### src/rtl/ccu_pkg.sv
package ccu_pkg;

   typedef enum logic [1:0] {
      PS_RUN  = 2'd0,
      PS_DOWN = 2'd1,
      PS_WAKE = 2'd2
   } pwr_state_e;

   localparam int SRC_COUNT = 4;
   localparam int SRC_LOWP  = 3;

endpackage

### src/rtl/ccu_pwr_seq.sv
module ccu_pwr_seq
   import ccu_pkg::*;
(
   input  logic       clk,
   input  logic       rst_n,
   input  logic       pd_req,
   input  logic       wake_req,
   input  logic       pll_lock,
   output pwr_state_e state,
   output logic       core_run,
   output logic       pclk_run
);

   pwr_state_e state_q, state_d;

   always_comb begin
      state_d = state_q;
      unique case (state_q)
         PS_RUN:  if (pd_req) state_d = PS_DOWN;
         PS_DOWN: if (wake_req) state_d = PS_WAKE;
         PS_WAKE: begin
            if (pd_req)        state_d = PS_DOWN;
            else if (pll_lock) state_d = PS_RUN;
         end
         default: state_d = PS_RUN;
      endcase
   end

   always_ff @(posedge clk or negedge rst_n) begin
      if (!rst_n) state_q <= PS_RUN;
      else        state_q <= state_d;
   end

   assign state    = state_q;
   assign core_run = (state_q != PS_DOWN);
   assign pclk_run = (state_q == PS_RUN);

   // run is only re-entered from wake after lock was seen
   p_lock_before_run_r9: assert property (@(posedge clk) disable iff (!rst_n)
      (state_q == PS_RUN && $past(state_q) == PS_WAKE) |-> $past(pll_lock));

   // power-down is entered only on request
   p_down_on_request_r8: assert property (@(posedge clk) disable iff (!rst_n)
      (state_q == PS_DOWN && $past(state_q) != PS_DOWN) |-> $past(pd_req));

endmodule

### src/rtl/ccu_ratio_div.sv
module ccu_ratio_div #(
   parameter int SLOW_W = 3,
   parameter int FAC_W  = 2
) (
   input  logic              clk,
   input  logic              rst_n,
   input  logic              sys_tick,
   input  logic              hold,
   input  logic [1:0]        src_sel,
   input  logic              slow_en,
   input  logic [SLOW_W-1:0] slow_div,
   input  logic [FAC_W-1:0]  nvm_fac,
   output logic [1:0]        src_sel_q,
   output logic              nvm_pulse,
   output logic              cpu_pulse
);

   localparam int CNT_W = FAC_W + (1 << SLOW_W) - 1;
   localparam int LW    = CNT_W + 1;

   logic [SLOW_W-1:0] shift_q;
   logic [FAC_W-1:0]  fac_q;
   logic [CNT_W-1:0]  cnt_q;
   logic [LW-1:0]     span;
   logic [LW-1:0]     last;
   logic [CNT_W-1:0]  smask;
   logic              wrap;
   logic              load;

   assign span  = (LW'(fac_q) + LW'(1)) << shift_q;
   assign last  = span - LW'(1);
   assign smask = CNT_W'((LW'(1) << shift_q) - LW'(1));
   assign wrap  = (cnt_q == last[CNT_W-1:0]);
   assign load  = hold | (sys_tick & wrap);

   always_ff @(posedge clk or negedge rst_n) begin
      if (!rst_n) begin
         shift_q   <= '0;
         fac_q     <= '0;
         src_sel_q <= '0;
         cnt_q     <= '0;
      end else begin
         if (load) begin
            shift_q   <= slow_en ? slow_div : '0;
            fac_q     <= nvm_fac;
            src_sel_q <= src_sel;
            cnt_q     <= '0;
         end else if (sys_tick) begin
            cnt_q <= cnt_q + CNT_W'(1);
         end
      end
   end

   assign nvm_pulse = sys_tick && ((cnt_q & smask) == '0);
   assign cpu_pulse = sys_tick && (cnt_q == '0);

   // ratio settings only change right after a boundary or a hold
   p_load_at_boundary_r7: assert property (@(posedge clk) disable iff (!rst_n)
      (!$stable(shift_q) || !$stable(fac_q) || !$stable(src_sel_q)) |-> $past(load));

   // the phase counter never passes the programmed span
   p_phase_in_span_r4: assert property (@(posedge clk) disable iff (!rst_n)
      LW'(cnt_q) <= last);

endmodule

### src/rtl/ccu_filt_presc.sv
module ccu_filt_presc #(
   parameter int FILT_W = 6
) (
   input  logic              clk,
   input  logic              rst_n,
   input  logic              base_tick,
   input  logic [FILT_W-1:0] pre,
   output logic              tick
);

   logic [FILT_W-1:0] fcnt_q;
   logic              at_end;

   assign at_end = (fcnt_q >= pre);
   assign tick   = base_tick && at_end;

   always_ff @(posedge clk or negedge rst_n) begin
      if (!rst_n)         fcnt_q <= '0;
      else if (base_tick) fcnt_q <= at_end ? '0 : fcnt_q + FILT_W'(1);
   end

   // the prescaler restarts after every filter tick
   p_filt_restart_r10: assert property (@(posedge clk) disable iff (!rst_n)
      $past(tick) |-> (fcnt_q == '0));

endmodule

### src/rtl/clk_domain_ctrl.sv
module clk_domain_ctrl
   import ccu_pkg::*;
#(
   parameter int SLOW_W = 3,
   parameter int FAC_W  = 2,
   parameter int FILT_W = 6
) (
   input  logic              clk_ref,
   input  logic              rst_n,
   input  logic [3:0]        src_tick,
   input  logic [1:0]        src_sel,
   input  logic              slow_en,
   input  logic [SLOW_W-1:0] slow_div,
   input  logic [FAC_W-1:0]  nvm_fac,
   input  logic [FILT_W-1:0] filt_pre,
   input  logic              pd_req,
   input  logic              wake_req,
   input  logic              pll_lock,
   output logic              en_nvmacc,
   output logic              en_cpu,
   output logic              en_pclk,
   output logic              en_pclk2,
   output logic              en_nvmclk,
   output logic              en_comm,
   output logic              filt_tick
);

   localparam int NPER = 3;
   localparam logic [NPER-1:0] LOCK_GATED = 3'b001;

   if (SLOW_W < 1 || SLOW_W > 4) begin : g_bad_slow
      $error("SLOW_W must lie in 1..4");
   end
   if (FAC_W < 1 || FAC_W > 4) begin : g_bad_fac
      $error("FAC_W must lie in 1..4");
   end
   if (FILT_W < 1 || FILT_W > 16) begin : g_bad_filt
      $error("FILT_W must lie in 1..16");
   end

   pwr_state_e      pwr_state;
   logic            core_run;
   logic            pclk_run;
   logic [1:0]      sel_q;
   logic            sys_tick;
   logic            nvm_pulse;
   logic            cpu_pulse;
   logic            filt_base;
   logic            in_down;
   logic [NPER-1:0] per_en;

   ccu_pwr_seq u_pwr (
      .clk      (clk_ref),
      .rst_n    (rst_n),
      .pd_req   (pd_req),
      .wake_req (wake_req),
      .pll_lock (pll_lock),
      .state    (pwr_state),
      .core_run (core_run),
      .pclk_run (pclk_run)
   );

   assign in_down  = (pwr_state == PS_DOWN);
   assign sys_tick = src_tick[sel_q];

   ccu_ratio_div #(.SLOW_W(SLOW_W), .FAC_W(FAC_W)) u_div (
      .clk       (clk_ref),
      .rst_n     (rst_n),
      .sys_tick  (sys_tick),
      .hold      (in_down),
      .src_sel   (src_sel),
      .slow_en   (slow_en),
      .slow_div  (slow_div),
      .nvm_fac   (nvm_fac),
      .src_sel_q (sel_q),
      .nvm_pulse (nvm_pulse),
      .cpu_pulse (cpu_pulse)
   );

   assign filt_base = in_down ? src_tick[SRC_LOWP] : sys_tick;

   ccu_filt_presc #(.FILT_W(FILT_W)) u_filt (
      .clk       (clk_ref),
      .rst_n     (rst_n),
      .base_tick (filt_base),
      .pre       (filt_pre),
      .tick      (filt_tick)
   );

   for (genvar i = 0; i < NPER; i++) begin : g_per
      if (LOCK_GATED[i]) begin : g_lock
         assign per_en[i] = cpu_pulse & pclk_run;
      end else begin : g_core
         assign per_en[i] = cpu_pulse & core_run;
      end
   end

   assign en_nvmacc = nvm_pulse & core_run;
   assign en_cpu    = cpu_pulse & core_run;
   assign en_comm   = sys_tick  & core_run;
   assign en_pclk   = per_en[0];
   assign en_pclk2  = per_en[1];
   assign en_nvmclk = per_en[2];

   // no domain enable in power-down
   p_down_quiet_r8: assert property (@(posedge clk_ref) disable iff (!rst_n)
      in_down |-> !(en_nvmacc | en_cpu | en_pclk | en_pclk2 | en_nvmclk | en_comm));

   // CPU pulses land on NVM access pulses
   p_cpu_on_nvm_r4: assert property (@(posedge clk_ref) disable iff (!rst_n)
      en_cpu |-> en_nvmacc);

   // communication domain is never slower than the CPU domain
   p_comm_not_slower_r6: assert property (@(posedge clk_ref) disable iff (!rst_n)
      en_cpu |-> en_comm);

   // primary peripheral enable only after a lock was seen in wake
   p_pclk_after_lock_r9: assert property (@(posedge clk_ref) disable iff (!rst_n)
      (en_pclk && $past(pwr_state) == PS_WAKE) |-> $past(pll_lock));

endmodule

### config.mk
export PLATFORM = sky130hd
export DESIGN_NAME = clk_domain_ctrl
export DESIGN_NICKNAME = d
export VERILOG_FILES = /design/src/rtl/ccu_pkg.sv /design/src/rtl/ccu_pwr_seq.sv /design/src/rtl/ccu_ratio_div.sv /design/src/rtl/ccu_filt_presc.sv /design/src/rtl/clk_domain_ctrl.sv
export SDC_FILE = /design/constraint.sdc
export NUM_CORES = 1
export LEC_CHECK = 0
export BUFFER_PORTS_ARGS = -buffer_cell sky130_fd_sc_hd__clkbuf_2
export CAP_MARGIN = 5
export CORE_MARGIN = 1.5
export CORE_UTILIZATION = 58
export DETAILED_ROUTE_END_ITERATION = 12
export PLACE_DENSITY_LB_ADDON = 0.08
export SLEW_MARGIN = 10
export SYNTH_ARGS = -nofsm -noshare
export SYNTH_HDL_FRONTEND = slang
export SYNTH_SLANG_ARGS = --single-unit
### constraint.sdc
create_clock -name clk_ref -period 4.4 [get_ports clk_ref]
set_input_delay 0.44 -clock clk_ref [delete_from_list [all_inputs] [get_ports clk_ref]]
set_output_delay 0.44 -clock clk_ref [all_outputs]
set_load 0.02 [all_outputs]
# Word-level counts from Yosys, hierarchy flattened
# Cells that the tools add are included.
# totals
output_inout_bits	7
elab_cells	49
reg_bits	24
in_bits	23
# classes
n_lt_le_gt_ge	2
mux	12
bitwise_logic	7
eq_ne	7
add_sub_neg	5
shifts	2
reduce_logical	8
# op_table
cell	count
$logic_not 9->1	2
$mux 9	2
$shl 10x3->9	1
$add 9x1->9 const B	1
$and 9x9->9	1
$eq 9x9->1	1
$shl 1x3->9 const A	1
$sub 9x1->9 const B	1
$sub 9x2->9 const B	1
$mux 2	4
$add 6x1->6 const B	1
$ge 6x6->1	1
$mux 6	1
$pmux 2 s3	1
$and 1x1->1	5
$ne 2x2->1 const B	2
$add 2x1->3 const B	1
$logic_and 1x1->1	3
$lt 2x3->1 const B	1
$mux 3	1
$ne 3x3->1 const B	1
$reduce_and 3->1	1
$bmux 1 s2	1
$eq 2x1->1 const B	1
6 further kinds	7

# Logic depth before layout (Yosys ltp)
# Gate-level depths: netlist of the first run.
# logic_depth
word_depth	7
ltp_mapped	13

# Modules after synthesis
# A second synthesis of the first run with hierarchy kept.
# unflattened
hier_cells	239
area_unflattened_um2	2152.1
# by_module_without_submodules
module	seq_area_each_um2	cells_per_inst	area_each_um2	instances
ccu_ratio_div	400.4	165	1467.7	1
ccu_filt_presc	150.1	51	483.0	1
clk_domain_ctrl	0.0	14	111.4	1
ccu_pwr_seq	50.0	9	90.1	1

# Worst setup path before layout of the first run
# Ideal clock, no wire load.
# synth_timing
kind	register to register
start	register u_div.shift_q[0]
end	register u_div.fac_q[0]
path_slack_ps	1283
path_stages_with_launch	12
arrival_ps	2992
n_path_buf	2
cell_sequence	dfrtp_1 -> buf_6 -> buf_6 -> nor4_1 -> inv_1 -> ha_1 -> xnor2_1 -> or3_1 -> a21oi_1 -> nand4_2 -> o41ai_4 -> mux2_4
# synth_between
elab_chain_cells	5
# synth_lines
item	line_no	source
start, declared	ccu_ratio_div.sv:21	logic [SLOW_W-1:0] shift_q;
start signal, assigned	ccu_ratio_div.sv:44	shift_q <= slow_en ? slow_div : '0;
$shl 10x3->9	ccu_ratio_div.sv:30	assign span = (LW'(fac_q) + LW'(1)) << shift_q;
$sub 9x1->9	ccu_ratio_div.sv:31	assign last = span - LW'(1);
$eq 9x9->1	ccu_ratio_div.sv:33	assign wrap = (cnt_q == last[CNT_W-1:0]);
$and 1x1->1	ccu_ratio_div.sv:34	assign load = hold | (sys_tick & wrap);
$or 1x1->1	ccu_ratio_div.sv:34	
end signal, assigned	ccu_ratio_div.sv:45	fac_q <= nvm_fac;
end, declared	ccu_ratio_div.sv:22	logic [FAC_W-1:0] fac_q;
# No other way between the ends.
# A chain may end at the register's enable or synchronous reset.

# Worst setup path in the final report of the first run
# layout_timing
start	register u_div.fac_q[0]
end	register u_div.src_sel_q[1]
# layout_between
elab_chain_cells	6
# layout_lines
item	line_no	source
$add 2x1->3	ccu_ratio_div.sv:30	
$shl 10x3->9	ccu_ratio_div.sv:30	
$sub 9x1->9	ccu_ratio_div.sv:31	
$eq 9x9->1	ccu_ratio_div.sv:33	
$and 1x1->1	ccu_ratio_div.sv:34	
$or 1x1->1	ccu_ratio_div.sv:34	
end signal, assigned	ccu_ratio_div.sv:46	src_sel_q <= src_sel;
end, declared	ccu_ratio_div.sv:13	output logic [1:0] src_sel_q,
# No other way between the ends.

==> impl_results.md, run 1 <==
* Total GRT Usage at ~22%
* CTS H-tree lvls at 1
* Worst Path Max Fanout at 12
* Largest net degree at the start of global routing at 30
* Total CTS buffers at 3
* Met3 wire len at roughly 130 um
* RSZ-0062 raised after global routing: no
* Slowest cell on crit path: o41ai_4
* WL final at slightly above 4000 um
* P per Cell Area at ~620 nW/um^2
* Synth top area cells: dfrtp_1 28%, ha_1 6.5%, xor2_1 5.4%, xnor2_1 3.7%, mux2_4 3.6%
* Via count at 1660
* Dpl hpwl at a little over 3000 um
* Post-CTS setup buffer count at 0
* RR Startpoint: u_div.fac_q[0]
* Root buf cell: clkbuf_4
* Top FF cell, synth: dfrtp_1
* Final Worst Setup Slack at roughly 0.78 ns
* Setup Total Neg Slack at 0 ns
* Die W at between 60 and 70 um
* Hold Fails Final Rpt at 0
* Smallest hold slack at around 0.09 ns
* Outcome: complete, no violations
* Setup violators final at 0
* Buf+Inv Stages, Crit Path at 0
* Clock Path Buffers at 2
* Post-Place Cells at just under 300
* Non-filler cells, final at 301
* Initial antenna violation count at 0
* Ys Warns at 0
* Worst Hold Class: in2async
* Leak at about 1.1 nW
* Die H at 63.33 um
* VDD IR max at roughly 0.00031 V
* PostCTS Resize Cnt at 0
* Row count at 21
* Synth-to-layout area growth at 5.868%
* # DRC at 0
* CP dominant cell by count: ha_1
* Fin crit share at 82.25%
* Met2 wire len at approximately 1800 um
* First-pass GRT wire length at 7182 um
* Via density at about 5.5
* Synthesis-stage register bit count at 24
* Antenna diodes at 0
* Clock sinks at 24
* Layout cells sized above 1 at about 22%
* Clk_skew at 0.006903 ns
* Slowest cell delay on critical path at a little under 0.8 ns
* Post-Syn Nets at ~270
* EDFF count, synth at 0
* Vias in the first global route at between 1500 and 2000
* Worst-skew pair later-pin latency at roughly 0.32 ns
* Reg clk slew, reported paths at about 0.13 ns
* Drt pass-1 iters at 4
* Placer Congestion at around 0.88
* Top cell type's share of synthesized area at 28.45%
* CP Data Required Time at about 4.6 ns
* Uppermost layer routed: met4
* FF-to-FF End: u_div.src_sel_q[1]
* Cells after synthesis at roughly 230
* Total I/O pin count at 30
* Critical path's top delay family: compound AO/OA/AOI/OAI gates
* CTS tree: yes
* Class of the most critical setup path: reg2reg
* Port Buffers at 29
* Async set-or-reset flop fraction in the synthesized netlist at between 90% and 100%
* Crit path cell chain: ha_1 -> or2_4 -> nand3_1 -> ha_1 -> xnor2_1 -> or3_1 -> a21oi_1 -> nand4_2 -> o41ai_4 -> mux2_4
* Critical path endpoint category: flip-flop
* Wirelength per Cell at ~14 um
* Most common cell in the netlist: dfrtp_1
* Initial Util at slightly above 60%
* Mean post-synth cell area at roughly 9.0 sq um
* M1 WL at between 2000 and 2500 um
* Achievable Freq at between 0.2 and 0.3 GHz
* Max-Cap Viols at 0
* CP startpoint: u_div.fac_q[0]
* Crit path DAT at ~3.8 ns
* Gr ovfl total at 0
* Core area at 3416 sq um
* Reg2Reg Depth at 10
* Synth unique cells at 53
* Register area share after synthesis at ~28%
* Routed Antenna Nets at 0
* Hold Buf Count CTS at 0
* Netlist Area Pre-Place at approximately 2100 sq um
* Synth cell count leaders: 24 x dfrtp_1, 20 x nor2_1, 19 x nand2_1
* R2R setup slack at between 0.7 and 0.8 ns
* Crit path time final at roughly 3.6 ns
* Die Area at approximately 4000 sq um
* Fin nets at 290
* Worst setup SP type: flip-flop
* Area leader, netlist: dfrtp_1
* Pins Over Slew Limit at 0
* DR iter-0 viols at between 90 and 100
* Slew HR at 43.97%
* PnR Total Power at between 1 and 1.5 mW
* Worst slew pin tran at roughly 0.84 ns
* Place WS at 0.8190 ns
-- cells by family (layout without fill, tap and decap cells) --
| kind of cell | Yosys count | count (layout) | share of synthesized area (%) |
|---|---|---|---|
| compound gates | 50 | 50 | 16.95 |
| flops | 24 | 24 | 28.45 |
| xor+xnor | 22 | 22 | 9.129 |
| fa+ha+maj | 11 | 11 | 6.520 |
| mux | 11 | 11 | 7.054 |
| simple gates | 86 | 86 | 22.52 |
| buf+inv | 30 | 51 | 9.366 |
-- cell type report --
cell class / count / area (sq um)
Clock buffer: 4 / 36.28
Fill cell: 321 / 1181
Inverter: 14 / 52.55
Multi-Input combinational cell: 180 / 1313
Sequential cell: 24 / 600.6
Tap cell: 46 / 57.56
Timing Repair Buffer: 33 / 175.2
-- cells in the final DEF (no fill, tap or decap), types with 3 or more instances in the layout --
cell type,n
a211oi_1,3
a21o_1,6
a21oi_1,13
a31oi_1,3
and2_1,4
and3_1,3
buf_4,4
clkbuf_2,29
clkbuf_4,3
dfrtp_1,24
ha_1,11
inv_1,14
mux2_4,5
mux2i_1,4
nand2_1,19
nand2b_1,5
nand3_1,8
nand4_1,4
nor2_1,20
nor3_1,3
nor4b_1,4
o21ai_0,10
xnor2_1,9
xor2_1,13
-- power breakdown --
group / switching (mW) / internal (mW) / leakage [nW]
Clock: 0.0671 / 0.0507 / 0.0210
Sequential: 0.0897 / 0.279 / 0.311
Combinational: 0.497 / 0.410 / 0.732
Total: 0.654 / 0.739 / 1.06
-- how the worst max path moves through the flow --
stage | endpoint | cells after the start
finish | u_div.src_sel_q[1] | 10
global route | u_div.src_sel_q[1] | 10
CTS | u_div.src_sel_q[1] | 10
detailed placement | u_div.src_sel_q[1] | 10
global placement | u_div.fac_q[1] | 10
floorplan | u_div.fac_q[0] | 11
-- through the flow --
stage | instance area (sq um) | util, %
global placement | 2198 | 64.36
CTS | 2235 | 65.42
detailed placement | 2198 | 64.36
floorplan | 2111 | -
finish | 2235 | 65.42
global route | 2235 | 65.42
-- per-layer routing --
| metal | global-route usage [%] | up-vias |
|---|---|---|
| met1 | 31.60 | 747 |
| met4 | 7.880 | 0 |
| met2 | 36.18 | 40 |
| li1 | - | 866 |
| met3 | 2.143 | 7 |
| met5 | 0 | - |
-- state kept, by name (all words and copies together) (netlist names) --
name and count:
u_div.cnt_q 9, u_div.fac_q 2, u_div.shift_q 3, u_div.src_sel_q 2, u_filt.fcnt_q 6, u_pwr.state 2
Note: power is estimated with default switching activity, not from simulation.
==> run 2: changes to the inputs <==
CORE_UTILIZATION = 52   (was 58)
clock period = 3.3 ns   (was 4.4 ns; I/O delays follow)
==> impl_results.md, run 2 (synthesis gave the netlist of run 1 again) <==
* Setup violators final at 0
* Die H at approximately 67 um
* Via count at between 1500 and 2000
* CP dominant cell by count: ha_1
* Clock Path Buffers at 2
* Outcome: complete, no violations
* P per Cell Area at ~840 nW/um^2
* Row count at 22
* Placer Congestion at around 0.81
* R2R setup slack at between 0.2 and 0.25 ns
* VDD IR max at roughly 0.0004 V
* Port Buffers at 29
* Achievable Freq at about 0.33 GHz
* Dpl hpwl at about 3200 um
* Synth-to-layout area growth at 7.291%
* Worst-skew pair later-pin latency at 0.26 ns
* DR iter-0 viols at 65
* WL final at between 4000 and 5000 um
* Initial Util at ~56%
* Hold Fails Final Rpt at 0
* Pins Over Slew Limit at 0
* Register Area at approximately 600 sq um
* Most flop-heavy register: u_div.cnt_q
* Worst slew pin tran at between 0.5 and 0.6 ns
* Gr ovfl total at 0
* Crit path DAT at about 3.2 ns
* RSZ-0062 raised after global routing: no
* Core area at 3771 sq um
* Total GRT Usage at approximately 20%
* Largest net degree at the start of global routing at 28
* Antenna diodes at 0
* Area of the multi-input gates at 1313 sq um
* # DRC at 0
* Fin nets at ~300
* Post-route cell area at ~2300 sq um
* CP Data Required Time at 3.45 ns
* Setup Total Neg Slack at 0 ns
* CTS tree: yes
* Hold Buf Count CTS at 0
* Via density at ~5.5
* Most common cell after layout, fill and taps aside: clkbuf_2
* Drt pass-1 iters at 4
* Post-Place Cell Area at 2223 sq um
* Root buf cell: clkbuf_8
* Clock sinks at 24
* CTS H-tree lvls at 1
* First-pass GRT wire length at 6948 um
* Crit path time final at 3.050 ns
* Vias in the first global route at between 1500 and 2000
* Clk_skew at between 0.005 and 0.006 ns
* Critical path endpoint category: flip-flop
* Worst setup SP type: flip-flop
* Total I/O pin count at 30
* Crit path cell chain: ha_1 -> or2_4 -> nand3_1 -> ha_1 -> xnor2_1 -> or3_1 -> a21oi_1 -> nand4_2 -> o41ai_4 -> buf_4 -> mux2_4
* Fin util at ~60%
* Worst Hold Class: in2async
* Worst Path Max Fanout at 16
* Total CTS buffers at 3
* PostCTS Resize Cnt at 0
* Routed Antenna Nets at 0
* Wirelength per Cell at 13.56 um
* Slew HR at between 60% and 70%
* Leak at around 1.1 nW
* Slowest cell on crit path: dfrtp_1
* Most frequent cells in the layout: 29 x clkbuf_2, 24 x dfrtp_1, 20 x nor2_1, 19 x nand2_1, 14 x inv_1
* Class of the most critical setup path: reg2reg
* Initial antenna violation count at 0
* Die Area at roughly 4500 sq um
* Post-CTS setup buffer count at 0
* Fin crit share at 92.43%
* Slowest cell delay on critical path at 0.38 ns
* Layout cells sized above 1 at between 20 and 25%
* Die W at 66.71 um
* Max-Cap Viols at 0
* Reg clk slew, reported paths at approximately 0.080 ns
* Max FFs per register at 9
* Filler cell count in the final layout at approximately 340
* Largest registers: u_div.cnt_q x9, u_filt.fcnt_q x6, u_div.shift_q x3
[run 2: changes by cell type in the layout (fill, tap and decap cells not counted), sizes merged]
cell,previous run,this run
buf,4,7
clkbuf,33,32
[run 2: worst max-delay path: cells and delay by family (launching register included)]
kind	cells	cell delay [ns]
AND/OR/NAND/NOR	4	0.80
adder cells (fa/ha/maj)	2	0.56
AO/OA/AOI/OAI	2	0.47
flip-flops	1	0.38
multiplexers	1	0.32
buffers and inverters	1	0.29
XOR/XNOR	1	0.11
[run 2: path summary, 6_finish.rpt]
kind / from / endpoint / depth (start not counted)
setup reg to reg: u_div.fac_q[0] / u_div.fac_q[0] / 11
setup / recovery: u_div.fac_q[0] / u_div.fac_q[0] / 11
max in group asynchronous: rst_n / u_div.shift_q[2] / 1
hold / removal: rst_n / u_filt.fcnt_q[2] / 1
min in group clk_ref: wake_req / u_pwr.state[0] / 2
hold reg to reg: u_div.fac_q[1] / u_div.fac_q[1] / 1
[run 2: final cells by class]
class	instances	share of cell area [%]
flip-flops and latches	24	26.52
repair buffers	36	8.729
well taps	48	2.652
multi-input cells	180	57.96
clock buffers	3	1.823
inverters	14	2.320
[run 2: metrics by stage]
stage | hold slack, ns | instances | worst slack, ns | power (mW)
after floorplan | 0.03441 | 234 | 0.1829 | 1.554
after global placement | 0.3544 | 302 | 0.3018 | 1.728
after detailed placement | 0.3692 | 302 | 0.2518 | 1.741
after CTS | 0.08517 | 305 | 0.2339 | 1.916
after global routing | 0.1198 | 305 | 0.06643 | 2.058
final | 0.06403 | 305 | 0.2497 | 1.903
[run 2: power by group]
part / switching [mW] / internal [mW] / total (mW) / leakage [nW]
Sequential: 0.0870 / 0.373 / 0.460 / 0.311
Clock: 0.0873 / 0.0814 / 0.169 / 0.0216
Combinational: 0.702 / 0.573 / 1.27 / 0.747
[run 2: layer usage]
metal	share of wire [%]	vias to the layer above	GRT usage [%]	routed length, um
met2	47	29	34.00	1934
li1	-	867	-	-
met5	0	-	0	0
met1	49	783	27.53	2035
met4	1.1	0	6.378	44
met3	2.9	4	2.365	121
